==> src/rtl/pfq_pkg.sv <==
package pfq_pkg;
  localparam int PFQ_AW = 32;

  typedef struct packed {
    logic [PFQ_AW-1:0] target;
    logic              narrow;
  } pfq_jump_t;

  // Pointer value a jump loads: 16-bit operand size zeroes the upper half.
  function automatic logic [PFQ_AW-1:0] pfq_jump_addr(pfq_jump_t j);
    return j.narrow ? {16'h0000, j.target[15:0]} : j.target;
  endfunction
endpackage

==> src/rtl/pfq_fetch_ctl.sv <==
module pfq_fetch_ctl #(
  parameter int          BUS_BYTES  = 4,
  parameter int          DEPTH      = 16,
  parameter logic [31:0] RESET_ADDR = 32'h0,
  parameter int          CNT_W      = $clog2(DEPTH + 1),
  parameter int          OFF_W      = (BUS_BYTES > 1) ? $clog2(BUS_BYTES) : 1,
  parameter int          N_W        = $clog2(BUS_BYTES + 1)
) (
  input  logic                 clk,
  input  logic                 rst,
  input  logic                 flush,
  input  logic [31:0]          flush_addr,
  input  logic                 stall,
  input  logic [31:0]          limit,
  input  logic [CNT_W-1:0]     free,
  input  logic                 rvalid,
  output logic                 req,
  output logic [31:0]          req_addr,
  output logic [BUS_BYTES-1:0] req_be,
  output logic                 enq_valid,
  output logic [OFF_W-1:0]     enq_off,
  output logic [N_W-1:0]       enq_n,
  output logic [31:0]          fptr
);
  localparam logic [31:0] LANE_MASK = 32'(BUS_BYTES - 1);

  logic [31:0]          fptr_q;
  logic                 pend_q, drop_q, req_q;
  logic [31:0]          addr_q;
  logic [BUS_BYTES-1:0] be_q;
  logic [OFF_W-1:0]     poff_q;
  logic [N_W-1:0]       pn_q;

  logic [OFF_W-1:0]     off;
  logic [31:0]          aligned;
  logic                 in_limit;
  logic [32:0]          span_lim, lane_room, n_a, n33;
  logic [N_W-1:0]       n;
  logic [BUS_BYTES-1:0] be;
  logic                 can_issue, resp;

  always_comb begin
    off       = OFF_W'(fptr_q & LANE_MASK);
    aligned   = fptr_q & ~LANE_MASK;
    in_limit  = fptr_q <= limit;
    span_lim  = {1'b0, limit} - {1'b0, fptr_q} + 33'd1;
    lane_room = 33'(BUS_BYTES) - 33'(off);
    n_a       = (lane_room < 33'(free)) ? lane_room : 33'(free);
    n33       = (n_a < span_lim) ? n_a : span_lim;
    n         = N_W'(n33);
  end

  generate
    for (genvar j = 0; j < BUS_BYTES; j++) begin : g_be
      assign be[j] = (j >= int'(off)) && (j < int'(off) + int'(n));
    end
  endgenerate

  assign can_issue = !pend_q && !flush && !stall && in_limit && (free != '0);
  assign resp      = pend_q && rvalid;
  assign enq_valid = resp && !drop_q && !flush;

  always_ff @(posedge clk) begin
    if (rst) begin
      fptr_q <= RESET_ADDR;
      pend_q <= 1'b0;
      drop_q <= 1'b0;
      req_q  <= 1'b0;
      addr_q <= '0;
      be_q   <= '0;
      poff_q <= '0;
      pn_q   <= '0;
    end else begin
      req_q <= 1'b0;
      if (resp) begin
        pend_q <= 1'b0;
        drop_q <= 1'b0;
        if (enq_valid) fptr_q <= fptr_q + 32'(pn_q);
      end
      if (flush) begin
        fptr_q <= flush_addr;
        if (pend_q && !rvalid) drop_q <= 1'b1;
      end else if (can_issue) begin
        req_q  <= 1'b1;
        pend_q <= 1'b1;
        addr_q <= aligned;
        be_q   <= be;
        poff_q <= off;
        pn_q   <= n;
      end
    end
  end

  assign req      = req_q;
  assign req_addr = addr_q;
  assign req_be   = be_q;
  assign enq_off  = poff_q;
  assign enq_n    = pn_q;
  assign fptr     = fptr_q;
endmodule

==> src/rtl/pfq_byte_queue.sv <==
module pfq_byte_queue #(
  parameter int BUS_BYTES = 4,
  parameter int DEPTH     = 16,
  parameter int CNT_W     = $clog2(DEPTH + 1),
  parameter int OFF_W     = (BUS_BYTES > 1) ? $clog2(BUS_BYTES) : 1,
  parameter int N_W       = $clog2(BUS_BYTES + 1)
) (
  input  logic                   clk,
  input  logic                   rst,
  input  logic                   flush,
  input  logic                   enq_valid,
  input  logic [OFF_W-1:0]       enq_off,
  input  logic [N_W-1:0]         enq_n,
  input  logic [8*BUS_BYTES-1:0] enq_data,
  input  logic                   deq_req,
  output logic [7:0]             head,
  output logic [CNT_W-1:0]       count,
  output logic                   valid
);
  localparam int PTR_W = $clog2(DEPTH);

  logic [7:0]       store [DEPTH];
  logic [PTR_W-1:0] rd_q, wr_q;
  logic [CNT_W-1:0] cnt_q;
  logic [7:0]       wbyte [BUS_BYTES];
  logic             do_deq;

  // Slot k of a write takes the lane at (offset + k).
  generate
    for (genvar k = 0; k < BUS_BYTES; k++) begin : g_lane
      assign wbyte[k] = 8'(enq_data >> (8 * (int'(enq_off) + k)));
    end
  endgenerate

  assign do_deq = deq_req && (cnt_q != '0) && !flush;

  always_ff @(posedge clk) begin
    for (int k = 0; k < BUS_BYTES; k++) begin
      if (enq_valid && (k < int'(enq_n))) store[wr_q + PTR_W'(k)] <= wbyte[k];
    end
  end

  always_ff @(posedge clk) begin
    if (rst || flush) begin
      rd_q  <= '0;
      wr_q  <= '0;
      cnt_q <= '0;
    end else begin
      if (enq_valid) wr_q <= wr_q + PTR_W'(enq_n);
      if (do_deq)    rd_q <= rd_q + 1'b1;
      cnt_q <= cnt_q + (enq_valid ? CNT_W'(enq_n) : '0) - CNT_W'(do_deq);
    end
  end

  assign head  = store[rd_q];
  assign count = cnt_q;
  assign valid = cnt_q != '0;
endmodule

==> src/rtl/pfq_unit.sv <==
module pfq_unit #(
  parameter int          BUS_BYTES  = 4,
  parameter int          DEPTH      = 16,
  parameter logic [31:0] RESET_ADDR = 32'h0,
  localparam int         CNT_W      = $clog2(DEPTH + 1)
) (
  input  logic                   clk,
  input  logic                   rst,
  input  logic                   jump_i,
  input  logic [31:0]            jump_target_i,
  input  logic                   jump_narrow_i,
  input  logic                   xlat_stall_i,
  input  logic [31:0]            seg_limit_i,
  output logic                   mem_req_o,
  output logic [31:0]            mem_addr_o,
  output logic [BUS_BYTES-1:0]   mem_be_o,
  input  logic                   mem_rvalid_i,
  input  logic [8*BUS_BYTES-1:0] mem_rdata_i,
  input  logic                   dq_take_i,
  output logic                   dq_valid_o,
  output logic [7:0]             dq_byte_o,
  output logic [CNT_W-1:0]       dq_count_o,
  output logic [31:0]            ip_o
);
  import pfq_pkg::*;

  localparam int OFF_W = (BUS_BYTES > 1) ? $clog2(BUS_BYTES) : 1;
  localparam int N_W   = $clog2(BUS_BYTES + 1);

  pfq_jump_t        jmp;
  logic [31:0]      load_addr;
  logic [CNT_W-1:0] count, free;
  logic [31:0]      fptr;
  logic             enq_valid;
  logic [OFF_W-1:0] enq_off;
  logic [N_W-1:0]   enq_n;

  assign jmp       = '{target: jump_target_i, narrow: jump_narrow_i};
  assign load_addr = pfq_jump_addr(jmp);
  assign free      = CNT_W'(DEPTH) - count;

  pfq_fetch_ctl #(
    .BUS_BYTES(BUS_BYTES), .DEPTH(DEPTH), .RESET_ADDR(RESET_ADDR),
    .CNT_W(CNT_W), .OFF_W(OFF_W), .N_W(N_W)
  ) u_fetch (
    .clk(clk), .rst(rst), .flush(jump_i), .flush_addr(load_addr),
    .stall(xlat_stall_i), .limit(seg_limit_i), .free(free),
    .rvalid(mem_rvalid_i), .req(mem_req_o), .req_addr(mem_addr_o),
    .req_be(mem_be_o), .enq_valid(enq_valid), .enq_off(enq_off),
    .enq_n(enq_n), .fptr(fptr)
  );

  pfq_byte_queue #(
    .BUS_BYTES(BUS_BYTES), .DEPTH(DEPTH), .CNT_W(CNT_W),
    .OFF_W(OFF_W), .N_W(N_W)
  ) u_queue (
    .clk(clk), .rst(rst), .flush(jump_i), .enq_valid(enq_valid),
    .enq_off(enq_off), .enq_n(enq_n), .enq_data(mem_rdata_i),
    .deq_req(dq_take_i), .head(dq_byte_o), .count(count),
    .valid(dq_valid_o)
  );

  assign dq_count_o = count;
  assign ip_o       = fptr - 32'(count);
endmodule

==> config.mk <==
export PLATFORM = sky130hd
export DESIGN_NAME = pfq_unit
export DESIGN_NICKNAME = d
export VERILOG_FILES = /design/src/rtl/pfq_pkg.sv /design/src/rtl/pfq_fetch_ctl.sv /design/src/rtl/pfq_byte_queue.sv /design/src/rtl/pfq_unit.sv
export SDC_FILE = /design/constraint.sdc
export NUM_CORES = 1
export LEC_CHECK = 0
export CAP_MARGIN = 15
export CORE_MARGIN = 3
export CORE_UTILIZATION = 53
export CTS_CLUSTER_DIAMETER = 120
export DETAILED_ROUTE_END_ITERATION = 16
export PLACE_DENSITY = 0.87
export SLEW_MARGIN = 40
export SYNTH_ARGS = -nofsm -noshare
export SYNTH_HDL_FRONTEND = slang
export SYNTH_SLANG_ARGS = --single-unit
==> constraint.sdc <==
create_clock -name clk -period 4.92 [get_ports clk]
set_input_delay 0.984 -clock clk [delete_from_list [all_inputs] [get_ports clk]]
set_output_delay 0.984 -clock clk [all_outputs]
set_load 0.005 [all_outputs]
After elaboration in Yosys (flattened, before gate mapping):

Memories as Yosys holds them, arrays and structs flattened. A register that Yosys moved wholly into a read port is not among the register bits.
Index checks and enable logic that the tools add are counted.

* bits in registers: 87
* latch bits: 0
* bits in writable memories: 128
* memory bits (read-only): 0
* bits of input ports: 103
* word-level logic and storage cells: 102
* memories: 1

* $add $sub $neg: 17
* multipliers: 0
* divide/modulo/power cells: 0
* $lt $le $gt $ge: 14
* equal/unequal tests: 0
* shift operators: 4
* multiplexer cells: 24
* bitwise operators: 1
* reductions and logical operators: 30

Memories
* u_queue.store: words 16, bits a word 8, rd ports 1, clocked after memory_dff 1, write ports 4, RTL line pfq_byte_queue.sv:22 `logic [7:0] store [DEPTH];`

Operators with widths (number)
* $mux W32: 4
* $shr A32 B32 Y8: 3
* $lt A3 B32 Y1 const A: 2
* $add A33 B1 Y33 const B: 1
* $lt A33 B33 Y1: 1
* $lt A33 B5 Y1: 1
* $mux W33: 1
* $sub A32 B32 Y33: 1
* $add A32 B3 Y32: 1
* $le A32 B32 Y1: 1
* $lt A1 B32 Y1 const A: 1
* $lt A2 B32 Y1 const A: 1
* $shr A32 B5 Y8: 1
* $sub A32 B5 Y32: 1
* $logic_and A1 B1 Y1: 17
* $mux W1: 15
* $reduce_bool A5 Y1: 2
* $add A4 B1 Y4 const B: 2
* $add A4 B2 Y4 const B: 2
* $mux W4: 2
* $add A2 B2 Y3 const B: 2
* $lt A1 B3 Y1 const A: 2
* $lt A2 B3 Y1 const A: 2
* $mux W3: 2
* 15 further kinds: 22

Depth between registers and ports, before layout:

* word-level depth: 8
* gate-level depth with buffers: 23
* depth with buffers taken out: 23

Hierarchy:

Synthesis repeated with hierarchy kept, for this count alone.

* cell total of the unflattened synthesis: 2006
* area, all modules: 18506.5 µm²

Modules (own cells, without submodules)
* pfq_byte_queue: times used 1, cells an instance 984, area an instance 10677.7 µm², sequential area each 4184.0 µm²
* pfq_fetch_ctl: times used 1, cells an instance 889, area an instance 6880.3 µm², sequential area each 1481.4 µm²
* pfq_unit: times used 1, cells an instance 133, area an instance 948.4 µm², sequential area each 0.0 µm²

Worst setup path before layout:

Ideal clock, no wire load.

* path kind: input -> register
* from: in seg_limit_i[1]
* to: reg u_fetch.be_q[2] (netlist: u_fetch.req_be[2])
* arrival: 4.963 ns
* path slack: -0.185 ns
* stages: 18
* path buffers: 0
* cell sequence: inv_1 ha_1 inv_1 ha_1 fa_1 nand3_1 nand2_1 a211o_1 or4_1 nor4_1 o2111ai_1 nor4b_1 nand4_1 mux2_2 ha_1 fa_1 mux2i_1 o221ai_1

* longest elaborated chain between the ends: 7
* elaborated cells between the ends (all ways): 11
* classes of those cells: 3 x add/sub; 3 x order compare; 1 x mux; 4 x reduce/logical

Ends and longest elaborated chain
* from (decl): RTL line pfq_unit.sv:13 `input logic [31:0] seg_limit_i,`
* $sub A32 B32 Y33: RTL line pfq_fetch_ctl.sv:46 `span_lim = {1'b0, limit} - {1'b0, fptr_q} + 33'd1;`
* $add A33 B1 Y33: RTL line pfq_fetch_ctl.sv:46
* $lt A33 B33 Y1: RTL line pfq_fetch_ctl.sv:49 `n33 = (n_a < span_lim) ? n_a : span_lim;`
* $mux W3: RTL line pfq_fetch_ctl.sv:49
* via u_fetch.n33[0]: RTL line pfq_fetch_ctl.sv:37 `logic [32:0] span_lim, lane_room, n_a, n33;`
* $add A2 B3 Y4: RTL line pfq_fetch_ctl.sv:55 `assign be[j] = (j >= int'(off)) && (j < int'(off) + int'(n));`
* $lt A3 B32 Y1: RTL line pfq_fetch_ctl.sv:55
* $logic_and A1 B1 Y1: RTL line pfq_fetch_ctl.sv:55
* to (signal assigned): RTL line pfq_fetch_ctl.sv:70 `be_q <= '0;`
* to (signal assigned): RTL line pfq_fetch_ctl.sv:87 `be_q <= be;`
* to (decl): RTL line pfq_fetch_ctl.sv:30 `logic [BUS_BYTES-1:0] be_q;`

The timed path passes the listed nets, and every way through them passes these cells.
A chain may end at the register's enable or synchronous reset.

Worst setup path in the final report:

* from: in seg_limit_i[1]
* to: reg u_fetch.be_q[3] (netlist: u_fetch.req_be[3])

* longest elaborated chain between the ends: 6
* elaborated cells between the ends (all ways): 10
* classes of those cells: 3 x add/sub; 3 x order compare; 1 x mux; 3 x reduce/logical

Ends and longest elaborated chain (RTL line)
* $sub A32 B32 Y33: pfq_fetch_ctl.sv:46
* $add A33 B1 Y33: pfq_fetch_ctl.sv:46
* $lt A33 B33 Y1: pfq_fetch_ctl.sv:49
* $mux W3: pfq_fetch_ctl.sv:49
* via u_fetch.n33[0]: pfq_fetch_ctl.sv:37
* $add A2 B3 Y4: pfq_fetch_ctl.sv:55
* $lt A3 B32 Y1: pfq_fetch_ctl.sv:55

The timed path passes the listed nets, and every way through them passes these cells.

==> metrics.txt <==
largest net degree at the start of global routing 64; Yosys cell types 76; Cells after Synth 2285; most used cell along the critical path buf_4; CP max FO 4; Slew @ Worst Pin 859 ps; Max Buffers Root-to-Sink 3; synth warn 0; final worst setup slack 6.56 ps; share of layout cells above drive strength 1 0.221; Layout Nets 2858; Iter 0 DRT Violations 3013; #FFs+latches synth 219; status finished, final reports clean; Relative slew margins 0.421; post-place setup slack -1040 ps; top cell type by total area after synthesis edfxtp_1; wire per inst 24.9 microns; final WL 77100 microns; Crit-path slowest cell fa_2; vias in the first global route 20200; post-synthesis sequential area ratio 0.301; max cap viols 0; # fillers 2501; CP Class in2reg; worst ir drop on vdd 294 uV; CP Launch Type input pin; Vias/cell 6.72; Synth Area in Adders 0.0913; Tmin final 4910 ps; Num Clock Sinks 219; Syn Std Cell Area 0.0188 sq mm; P&R area growth vs syn 31.7%; initial core utilization 0.541; largest family of logic cells by synthesized area compound AO/OA/AOI/OAI gates; Fmax 0.204 GHz; cell-by-cell listing of the critical path clkbuf_2, inv_2, buf_4, ha_1, inv_1, buf_4, fa_2, buf_4, xnor2_1, ha_1, nand2_1, nor2_1, a211oi_2, a21oi_2, and4_1, o2111ai_1, nor4b_2, nand4_1, buf_6, mux2_4, ha_4, fa_2, mux2i_4, o22ai_1; CTS clk-pin slew, worst paths 60 ps; Slew Limit Fails 0; P_leak 9.35 nW; Compound-Gate Fraction of Synth Area 0.248; CTS tree built; port bufs 183; Overflow after GRT 0; fraction of registers with async set/reset 0; crit end category register; setup tns final 0 ps; Fin. Hold Viols 0; clock insertion delay at the later pin of the skew report 580 ps; Fin Clk Skew 12.4 ps; Ports 186; DRC viols 0; core outline area 0.0348 sq mm; DIE AREA 0.0378 sq mm; number of H-tree levels 1; Synth area leaders edfxtp_1, dfxtp_1, ha_1; unrepaired setup endpoints after global routing true; global-route usage over all layers 0.386; row cnt 68; Main synth FF type edfxtp_1; Syn Area/Cell 8.23 sq um; GP Congestion 1.02; ANT nets after route 0; top cell type's share of synthesized area 0.204; XOR/XNOR share of the synthesized area 0.0372; Hold Path Class reg2reg; Post-DP HPWL 55800 microns; Arr. time, crit path 5360 ps; post-synthesis mux area share 0.0881; antenna violations before repair 7; Clock Root Buffer clkbuf_16; number of synthesized flops with an enable pin 128; final cycle utilization of the critical path 0.999; first-pass GRT wire length 116000 microns; critical path required time 5370 ps; final setup fails 0; P per Cell Area 271 mW/mm^2; Die Ht 194 microns; via count 20800; Simple-Gate Fraction of Synth Area 0.174; CP max stage delay 400 ps; hold buffers post-CTS 0; Die X 194 microns; CTS buffer count 25; DR pass1 iterations 8
placed cells by master, fill, tap and decap left out, types with 22 or more instances in the layout:
| cell type | n |
|---|---|
| clkdlybuf4s50_1 | 155 |
| nor2_1 | 214 |
| or3_1 | 22 |
| clkbuf_16 | 26 |
| ha_1 | 79 |
| a21oi_1 | 151 |
| buf_4 | 301 |
| a211oi_1 | 72 |
| o211ai_1 | 144 |
| edfxtp_1 | 128 |
| dfxtp_1 | 87 |
| mux2i_1 | 69 |
| inv_1 | 103 |
| nand4_1 | 31 |
| nand3_1 | 46 |
| o21ai_0 | 176 |
| ha_4 | 40 |
| xnor2_1 | 59 |
| a31o_2 | 24 |
| nor3_1 | 47 |
| mux4_2 | 40 |
| a21o_1 | 40 |
| nand2_1 | 226 |
registers in the layout, summed over array words and instances, names as in the netlist, named ones only:
signal and count:
u_fetch.enq_n 3, u_fetch.enq_off 2, u_fetch.fptr 32, u_fetch.pend_q 1, u_fetch.req 1, u_fetch.req_addr 30
u_fetch.req_be 4, u_queue.count 5, u_queue.rd_q 4, u_queue.store 128, u_queue.wr_q 4
worst paths after layout:
path / from / to / slack (ps) / depth (start not counted)
max: seg_limit_i[1] / u_fetch.req_be[3] / 7 / 24
min: u_fetch.req_be[3] / u_fetch.req_be[3] / 490 / 2
max reg2reg: u_fetch.fptr[0] / u_fetch.req_be[3] / 50 / 23
min reg2reg: u_fetch.req_be[3] / u_fetch.req_be[3] / 490 / 2
power by group:
part	total, W	switching [W]	leakage (nW)	internal (W)
Combinational	0.00257	0.00137	7.03	0.00119
Sequential	0.00205	0.0000518	1.89	0.00200
Clock	0.00210	0.000869	0.432	0.00123
Total	0.00672	0.00229	9.35	0.00442
per-layer routing:
layer | track usage | routed length, microns | up-vias
met3 | 0.131 | 11000 | 404
met4 | 0.175 | 4840 | 6
met2 | 0.601 | 33400 | 1647
met5 | 0 | 42 | -
li1 | - | - | 9080
met1 | 0.486 | 27800 | 9691
cell usage after synthesis (all sizes together), types with 10 or more instances:
cell type	n
mux2i	70
or2	12
nand3	51
a21oi	159
clkbuf	157
xor2	18
a31oi	13
nand2	230
dfxtp	91
o21ai	196
o211ai	144
edfxtp	128
nor2b	22
a21o	41
and3	10
or3	23
nor2	221
buf	27
nand4	31
o2111ai	10
a31o	24
nor3	53
and2	10
a211oi	75
nand2b	13
mux4	40
inv	112
ha	126
xnor2	61
per-stage QoR:
stage	util	cells	hold WS (ps)	instance area [sq um]	power (W)
6_report	0.712	3098	495	24800	0.00672
5_1_grt	0.712	3097	515	24800	0.00693
4_1_cts	0.693	3085	500	24100	0.00643
3_5_place_dp	0.655	3033	485	22800	0.00430
3_3_place_gp	0.655	3032	473	22800	0.00425
2_1_floorplan	-	2288	463	18900	0.00328
layout make-up:
cell class	count	area, sq um	area share
Tap cell	455	569	0.0230
Antenna cell	2	5.00	0.000202
Clock buffer	29	662	0.0267
Sequential cell	219	5670	0.229
Timing Repair Buffer	491	4190	0.169
Multi-Input combinational cell	1771	13000	0.525
Clock inverter	17	234	0.00944
Inverter	114	428	0.0173
logic make-up (layout without fill, tap and decap cells):
| group | count (synthesis) | after routing |
|---|---|---|
| AO/OA/AOI/OAI | 726 | 726 |
| AND/OR/NAND/NOR | 714 | 714 |
| buffers and inverters | 298 | 651 |
| flip-flops | 219 | 219 |
| adder cells (fa/ha/maj) | 133 | 133 |
| multiplexers | 115 | 115 |
| XOR/XNOR | 79 | 79 |
| other | 1 | 6 |
timing repair:
action / CTS / global route
setup buffers: 6 / 11
resized for setup: 68 / 126
pin swaps: 21 / 39
gates cloned: 0 / 0
endpoints found under the setup margin: 17 / 15
critical path: cells and delay by family:
family | cells | cell delay, ps
xor+xnor | 1 | 220
buf+inv | 7 | 880
compound gates | 4 | 530
fa+ha+maj | 5 | 1320
simple gates | 5 | 890
mux | 2 | 530
Power figures use the tool's default switching activity.
